## config.mk

```make
export PLATFORM = sky130hd
export DESIGN_NAME = xrm_read_master
export DESIGN_NICKNAME = d
export VERILOG_FILES = /design/src/rtl/xrm_pkg.sv /design/src/rtl/xrm_ack_sync.sv /design/src/rtl/xrm_wait_timer.sv /design/src/rtl/xrm_capture.sv /design/src/rtl/xrm_read_master.sv
export SDC_FILE = /design/constraint.sdc
export NUM_CORES = 1
export LEC_CHECK = 0
export BUFFER_PORTS_ARGS = -buffer_cell sky130_fd_sc_hd__clkbuf_2
export CORE_MARGIN = 2
export CORE_UTILIZATION = 46
export CTS_BUF_LIST = sky130_fd_sc_hd__clkbuf_8
export DETAILED_ROUTE_END_ITERATION = 12
export PLACE_DENSITY = 0.77
export SLEW_MARGIN = 20
export SYNTH_ARGS = -nofsm -noshare
export SYNTH_HDL_FRONTEND = slang
export SYNTH_SLANG_ARGS = --single-unit
```

## constraint.sdc

```tcl
create_clock -name clk -period 1.55 [get_ports clk]
set_clock_uncertainty 0.05 [all_clocks]
set_input_delay 0.155 -clock clk [delete_from_list [all_inputs] [get_ports clk]]
set_output_delay 0.155 -clock clk [all_outputs]
set_load 0.05 [all_outputs]
```

## src/rtl/xrm_pkg.sv

```systemverilog
`timescale 1ns/1ps
package xrm_pkg;
   typedef enum logic [1:0] {
      XM_FIXED   = 2'd0,
      XM_STRETCH = 2'd1,
      XM_INTLK   = 2'd2,
      XM_SPARE   = 2'd3
   } xrm_mode_e;

   typedef enum logic [2:0] {
      ST_IDLE,
      ST_WAIT,
      ST_STROBE,
      ST_TAIL,
      ST_RELEASE
   } xrm_state_e;
endpackage

```

## src/rtl/xrm_ack_sync.sv

```systemverilog
`timescale 1ns/1ps
module xrm_ack_sync #(
   parameter int STAGES = 2
) (
   input  logic clk,
   input  logic rst_n,
   input  logic async_i,
   output logic sync_o
);
   generate
      if (STAGES < 2) begin : g_bad_stages
         $error("xrm_ack_sync: STAGES must be at least 2");
      end
   endgenerate

   logic [STAGES-1:0] chain_q;

   always_ff @(posedge clk or negedge rst_n) begin
      if (!rst_n) chain_q <= '0;
      else        chain_q <= {chain_q[STAGES-2:0], async_i};
   end

   assign sync_o = chain_q[STAGES-1];
endmodule

```

## src/rtl/xrm_wait_timer.sv

```systemverilog
`timescale 1ns/1ps
module xrm_wait_timer #(
   parameter int CNT_W = 4
) (
   input  logic             clk,
   input  logic             rst_n,
   input  logic             clear_i,
   input  logic             inc_i,
   output logic [CNT_W-1:0] count_o
);
   generate
      if (CNT_W < 1) begin : g_bad_width
         $error("xrm_wait_timer: CNT_W must be positive");
      end
   endgenerate

   always_ff @(posedge clk or negedge rst_n) begin
      if (!rst_n)       count_o <= '0;
      else if (clear_i) count_o <= '0;
      else if (inc_i)   count_o <= count_o + 1'b1;
   end
endmodule

```

## src/rtl/xrm_capture.sv

```systemverilog
`timescale 1ns/1ps
module xrm_capture #(
   parameter int DATA_W  = 16,
   parameter bit ON_FALL = 1'b0
) (
   input  logic              clk,
   input  logic              rst_n,
   input  logic              en_i,
   input  logic [DATA_W-1:0] data_i,
   output logic [DATA_W-1:0] data_o,
   output logic              done_o
);
   logic fire;

   generate
      if (ON_FALL) begin : g_fall
         logic en_d;
         always_ff @(posedge clk or negedge rst_n) begin
            if (!rst_n) en_d <= 1'b0;
            else        en_d <= en_i;
         end
         assign fire = en_d & ~en_i;
      end else begin : g_rise
         assign fire = en_i;
      end
   endgenerate

   always_ff @(posedge clk or negedge rst_n) begin
      if (!rst_n) begin
         data_o <= '0;
         done_o <= 1'b0;
      end else begin
         done_o <= fire;
         if (fire) data_o <= data_i;
      end
   end
endmodule

```

## src/rtl/xrm_read_master.sv

```systemverilog
`timescale 1ns/1ps
module xrm_read_master
   import xrm_pkg::*;
#(
   parameter int DATA_W          = 16,
   parameter int SYNC_CYCLES     = 3,
   parameter int TMO_W           = 8,
   parameter int ACK_STAGES      = 2,
   parameter bit CAPTURE_ON_FALL = 1'b0
) (
   input  logic              clk,
   input  logic              rst_n,
   input  logic              start_i,
   input  logic [1:0]        mode_i,
   input  logic [TMO_W-1:0]  tmo_limit_i,
   input  logic [DATA_W-1:0] rd_data_i,
   input  logic              complete_i,
   input  logic              ack_i,
   output logic              req_o,
   output logic              latch_en_o,
   output logic [DATA_W-1:0] data_o,
   output logic              done_o,
   output logic              err_o
);
   localparam int SYNC_W = $clog2(SYNC_CYCLES + 1) + 1;
   localparam int CNT_W  = (TMO_W > SYNC_W) ? TMO_W : SYNC_W;
   localparam logic [CNT_W-1:0] SYNC_LAST = CNT_W'(SYNC_CYCLES - 1);

   generate
      if (DATA_W < 1) begin : g_bad_data
         $error("xrm_read_master: DATA_W must be positive");
      end
      if (SYNC_CYCLES < 1) begin : g_bad_sync
         $error("xrm_read_master: SYNC_CYCLES must be at least 1");
      end
      if (TMO_W < 1) begin : g_bad_tmo
         $error("xrm_read_master: TMO_W must be positive");
      end
   endgenerate

   xrm_state_e       state_q, state_d;
   xrm_mode_e        mode_q;
   logic             err_q;
   logic             ack_s;
   logic [CNT_W-1:0] wait_cnt;
   logic             take_start;
   logic             tmo_hit;
   logic             fixed_mode;
   logic             slave_resp;

   xrm_ack_sync #(.STAGES(ACK_STAGES)) u_ack_sync (
      .clk     (clk),
      .rst_n   (rst_n),
      .async_i (ack_i),
      .sync_o  (ack_s)
   );

   xrm_wait_timer #(.CNT_W(CNT_W)) u_timer (
      .clk     (clk),
      .rst_n   (rst_n),
      .clear_i (state_q != ST_WAIT),
      .inc_i   (state_q == ST_WAIT),
      .count_o (wait_cnt)
   );

   xrm_capture #(.DATA_W(DATA_W), .ON_FALL(CAPTURE_ON_FALL)) u_capture (
      .clk    (clk),
      .rst_n  (rst_n),
      .en_i   (latch_en_o),
      .data_i (rd_data_i),
      .data_o (data_o),
      .done_o (done_o)
   );

   assign fixed_mode = (mode_q == XM_FIXED) || (mode_q == XM_SPARE);
   assign slave_resp = (mode_q == XM_STRETCH) ? complete_i :
                       (mode_q == XM_INTLK)   ? ack_s      : 1'b0;
   assign take_start = (state_q == ST_IDLE) && start_i && !ack_s;

   always_comb begin
      state_d = state_q;
      tmo_hit = 1'b0;
      unique case (state_q)
         ST_IDLE: begin
            if (take_start) state_d = ST_WAIT;
         end
         ST_WAIT: begin
            if (fixed_mode) begin
               if (wait_cnt == SYNC_LAST) state_d = ST_STROBE;
            end else if (slave_resp) begin
               state_d = ST_STROBE;
            end else if (wait_cnt == CNT_W'(tmo_limit_i)) begin
               tmo_hit = 1'b1;
               state_d = (mode_q == XM_INTLK) ? ST_RELEASE : ST_IDLE;
            end
         end
         ST_STROBE: state_d = ST_TAIL;
         ST_TAIL:   state_d = (mode_q == XM_INTLK) ? ST_RELEASE : ST_IDLE;
         ST_RELEASE: begin
            if (!ack_s) state_d = ST_IDLE;
         end
         default: state_d = ST_IDLE;
      endcase
   end

   always_ff @(posedge clk or negedge rst_n) begin
      if (!rst_n) begin
         state_q <= ST_IDLE;
         mode_q  <= XM_FIXED;
         err_q   <= 1'b0;
      end else begin
         state_q <= state_d;
         if (take_start) begin
            mode_q <= xrm_mode_e'(mode_i);
            err_q  <= 1'b0;
         end else if (tmo_hit) begin
            err_q  <= 1'b1;
         end
      end
   end

   assign req_o      = (state_q == ST_WAIT) || (state_q == ST_STROBE) || (state_q == ST_TAIL);
   assign latch_en_o = (state_q == ST_STROBE);
   assign err_o      = err_q;
endmodule

```

### After elaboration in Yosys (flattened, before gate mapping)

Index checks and enable logic that the tools add are counted.

* register bits after elaboration: 33
* output and inout bits: 20
* input port bits: 31
* word-level logic and storage cells: 51

* reductions and logical operators: 11
* $add $sub $neg: 1
* eq/ne operators: 14
* muxes and demuxes: 18

Operators by type and width (number)
* $mux 3: 7
* $mux 8: 2
* $pmux 3 s5: 1
* $add 8x1->8 const B: 1
* $eq 8x2->1 const B: 1
* $eq 8x8->1: 1
* $mux 1: 8
* $eq 3x2->1 const B: 2
* $eq 2x2->1 const B: 2
* $ne 2x2->1 const B: 2
* $ne 4x4->1 const B: 1
* $reduce_and 4->1: 1
* $reduce_bool 2->1: 2
* $eq 3x1->1 const B: 1
* $eq 3x3->1 const B: 1
* $logic_not 3->1: 1
* $logic_or 1x1->1: 3
* $ne 3x1->1 const B: 1
* $ne 3x3->1 const B: 1
* $eq 2x1->1 const B: 1
* $logic_and 1x1->1: 2
* $logic_not 2->1: 1
* $logic_not 1->1: 1

### Logic depth before layout (Yosys ltp)

* depth after elaboration: 8
* mapped depth: 6
* depth with buffers taken out: 6

### By module

A second synthesis with hierarchy kept.

* cell total of the unflattened synthesis: 125
* area total of the unflattened synthesis: 1594.0 µm²

By module, submodules not included
* xrm_capture: cells an instance 35, times used 1, sequential area each 425.4 µm², area an instance 674.4 µm²
* xrm_read_master: cells an instance 51, times used 1, sequential area each 150.1 µm², area an instance 473.0 µm²
* xrm_wait_timer: cells an instance 37, times used 1, sequential area each 200.2 µm², area an instance 396.6 µm²
* xrm_ack_sync: cells an instance 2, times used 1, sequential area each 50.0 µm², area an instance 50.0 µm²

### Worst setup path after synthesis

OpenSTA, ideal clock, no wires.

* path type: flip-flop to flip-flop
* start: register state_q[2]
* end: register u_capture.data_o[15]
* stages on the path, launching flop included: 6
* setup time: 125 ps
* data arrival time: 1579 ps
* setup slack: -204 ps
* path buffers: 2
* cell sequence: dfrtp_1 -> nor2_1 -> and2_1 -> buf_2 -> buf_2 -> mux2_2

* word-level cells in the longest chain between the ends: 1

Ends and longest elaborated chain
* start, declared: line xrm_read_master.sv:41 `xrm_state_e state_q, state_d;`
* start signal, assigned: line xrm_read_master.sv:112 `state_q <= state_d;`
* $eq 3x2->1: line xrm_read_master.sv:123 `assign latch_en_o = (state_q == ST_STROBE);`
* named net latch_en_o: line xrm_read_master.sv:20 `output logic latch_en_o,`
* end signal, assigned: line xrm_capture.sv:34 `if (fire) data_o <= data_i;`
* end, declared: line xrm_capture.sv:10 `output logic [DATA_W-1:0] data_o,`

The timed path passes the listed nets, and every way through them passes these cells.
A chain may end at the register's enable or synchronous reset.

### Final worst setup path

* start: register u_timer.count_o[0]
* end: register state_q[0]

* word-level cells in the longest chain between the ends: 3
* elaborated cells between the ends (all ways): 5
* classes of those cells: eq/ne: 4; reduce/logical: 1

Ends and longest elaborated chain
* start, declared: line xrm_wait_timer.sv:9 `output logic [CNT_W-1:0] count_o`
* start signal, assigned: line xrm_wait_timer.sv:20 `else if (inc_i) count_o <= count_o + 1'b1;`
* $eq 8x8->1 or $eq 8x2->1 (tied branches): line xrm_read_master.sv:92, xrm_read_master.sv:89
* $ne 4x4->1 (no source line) or $ne 3x3->1 (tied branches)
* $reduce_and 4->1 (no source line) (*)

Mark *: on every way between the ends. The rest lies on a longest branch, timed or not.

==> run metrics <==
Fmax=just under 0.6 GHz; Worst Hold Class=in2reg; fin area=about 0.0021 mm^2; IO Port Bufs=50; final number of hold-violating endpoints=0; Starting DRT DRC Count=45; highest-delay cell along the critical path=or4b_4; clk_lat worst skew=0.29 ns; simple-gate share of the synthesized area=~15%; Crit path largest cell delay=~0.47 ns; pre-CTS setup slack=-0.1309 ns; DRC viols=0; layout cells sized above 1=between 50% and 60%; row count=20; Layout area overhead=41.36%; sequential share of the synthesized area=55.60%; Arrival @ worst endpoint=~1.8 ns; CP top delay family=simple AND/OR/NAND/NOR gates; die height=~61 um; Avg Cell Area, Syn=~12 um^2; failing checks=setup timing; TritonRoute pass-1 iters=4; Inst Count DP=228; Post-synth EDFFs=0; crit path max fanout=2; Critical Path Stages=6; dominant synthesized flop cell=dfrtp_1; # setup viols final=4; #FFs+latches synth=33; Power, Total=approximately 0.0045 W; GPL Wtd Cong=around 0.83; Chip Width=between 60 and 70 um; antenna diode count=0; total track usage=between 10% and 20%; clock slew at reported path FFs=about 0.07 ns; clock tree from TritonCTS=built; IO Pins=a little over 50; Synth Instances=120; via count=around 1,200; period utilization=110.2%; core area=around 0.0031 mm^2; area share of the largest cell type after synthesis=55.60%; fin nets=approximately 230; run status=complete, but fails checks; post-synthesis compound-gate area fraction=between 3 and 4%; Setup CP Type=reg2reg; unrepaired setup endpoints after global routing=true; Register-to-Register Path Depth=6; Max Cap Viol=0; DP HPWL=2.349 mm; wire length per cell=approximately 13 um; Routed Antenna Nets=0; largest family of logic cells by synthesized area=simple AND/OR/NAND/NOR gates; WL final=3.074 mm; r2r setup slk=-0.16 ns; final std cells w/o fill=around 240; worst r2r src=u_timer.count_o[0]$_DFF_PN0_; Synth area leader=dfrtp_1; Sinks on Clock Net=33; mux cell area share after synthesis=approximately an eighth; crit start category=register; Pwr per Cell Area=approximately 2200 mW/mm^2; syn nets=between 150 and 200; Final Slew Violations=0; Buf/Inv on CP=1; Setup crit end=state_q[0]$_DFFE_PN0P_; Post-synth ARST share=100.0%; total gr overflow=0; leakage=between 1 and 1.5 nW; Worst Setup SP=u_timer.count_o[0]$_DFF_PN0_; Clock Path Buffers=2; Synth cell types=28; synthesized cell area=between 0.001 and 0.0015 mm^2; worst vdd rail ir drop=between 1 and 1.5 mV; H-tree levels=2; Placed Area=roughly 0.0019 mm^2; Setup WS post-layout=-0.1583 ns; Synth Area in XOR/XNOR=just over 8%; Num CTS Buffers=5; Reg-to-Reg End=state_q[0]$_DFFE_PN0P_; largest net degree at the start of global routing=26; first-pass GRT wire length=5.244 mm; die area=0.003699 mm^2; Synth Area in Adders=approximately 3.4%; worst slew pin tran=0.5964 ns; CP Capture Type=register; CP required=between 1.5 and 2 ns; number of global-route vias before repair=between 1,000 and 1,500; Vias/cell=around 5; worst-path cell chain=inv_1 > ha_1 > or4b_4 > nor4_4 > nor3b_2 > a221o_1; clock root cell=clkbuf_8; Worst slew margin=roughly three fifths; Tmin final=around 1.7 ns; initial core utilization=about half; top cells by area, synth=dfrtp_1 (56%), mux2_2 (12%), xor2_1 (7.7%); initial antenna violation count=0; synth warn=0; final setup TNS=-0.3030 ns
cell families (layout without fill, tap and decap cells):
logic type / Yosys count / in the layout
AND/OR/NAND/NOR: 39 / 39
XOR/XNOR: 14 / 14
multiplexers: 16 / 16
flip-flops: 33 / 33
AO/OA/AOI/OAI: 8 / 8
buffers and inverters: 6 / 81
adder cells (fa/ha/maj): 4 / 4
state kept, by name, summed over array words and instances (netlist names):
name	flops
u_timer.count_o	8
state_q	3
err_o	1
mode_q	2
u_capture.done_o	1
u_ack_sync.chain_q	2
u_capture.data_o	16
timing repair:
item,CTS,global route
setup buffers,0,1
gates resized for setup,8,1
hold buffers,2,0
hold endpoints to repair,25,0
endpoints found under the setup margin,4,6
pin swaps,4,3
tightest hold or removal path, delay by kind of cell:
family / cells / cell delay, ns
and+or+nand+nor: 1 / 0.03
buffers and inverters: 1 / 0.08
AOI/OAI and AO/OA: 1 / 0.06
cells in the final DEF, fill, tap and decap left out, types with 3 or more instances in the layout:
| cell | instances |
|---|---|
| xor2_1 | 13 |
| buf_4 | 17 |
| nor4_1 | 3 |
| nand2_1 | 4 |
| dfrtp_1 | 33 |
| clkbuf_2 | 48 |
| nand3_1 | 6 |
| ha_1 | 4 |
| clkbuf_8 | 5 |
| inv_1 | 3 |
| nor2_1 | 12 |
| mux2_2 | 16 |
Yosys cell counts, types with 3 or more instances:
cell type / n
nor2_1: 12
o21ai_0: 3
ha_1: 4
nand3_1: 6
inv_1: 3
xor2_1: 13
nand2_1: 4
dfrtp_1: 33
mux2_2: 16
nor4_1: 3
worst min path at each step:
| stage | start | end | slack (ns) | cells after the start |
|---|---|---|---|---|
| final | mode_i[1] | mode_q[1]$_DFFE_PN0P_ | 0.02 | 3 |
| after global routing | mode_i[1] | mode_q[1]$_DFFE_PN0P_ | 0.02 | 3 |
| after CTS | mode_i[1] | mode_q[1]$_DFFE_PN0P_ | 0.02 | 3 |
| after detailed placement | rst_n | u_timer.count_o[2]$_DFF_PN0_ | 0.13 | 1 |
| after global placement | rst_n | u_timer.count_o[4]$_DFF_PN0_ | 0.13 | 1 |
| after floorplan | rst_n | err_o$_DFFE_PN0P_ | -0.19 | 0 |
where the power goes:
part           switching, W  internal, W
clock network      0.000329     0.000481
registers          0.000168      0.00117
logic               0.00151     0.000873
total               0.00201      0.00252
area by class of cell:
class / count / area, um^2
multi-input combinational: 81 / 659.4
tap: 44 / 55.05
sequential: 33 / 825.8
clock inverter: 3 / 46.29
timing repair buffer: 70 / 432.9
inverter: 3 / 11.26
fill: 240 / 953.4
clock buffer: 5 / 68.82
per-stage QoR:
step,hold slack (ns),utilization (%)
final,0.01879,68.77
after global routing,0.02398,68.77
after CTS,0.02031,68.52
after detailed placement,0.1348,63.03
after global placement,0.1311,63.03
after floorplan,-0.1906,-
per-layer routing:
layer / vias up / global-route usage (%) / part of all wire, %
met3: 7 / 4.691 / 3.6
li1: 561 / - / -
met5: - / 0 / 0
met2: 25 / 34.56 / 55
met1: 574 / 21.84 / 39
met4: 0 / 10.25 / 2.2
Power figures use the tool's default switching activity.
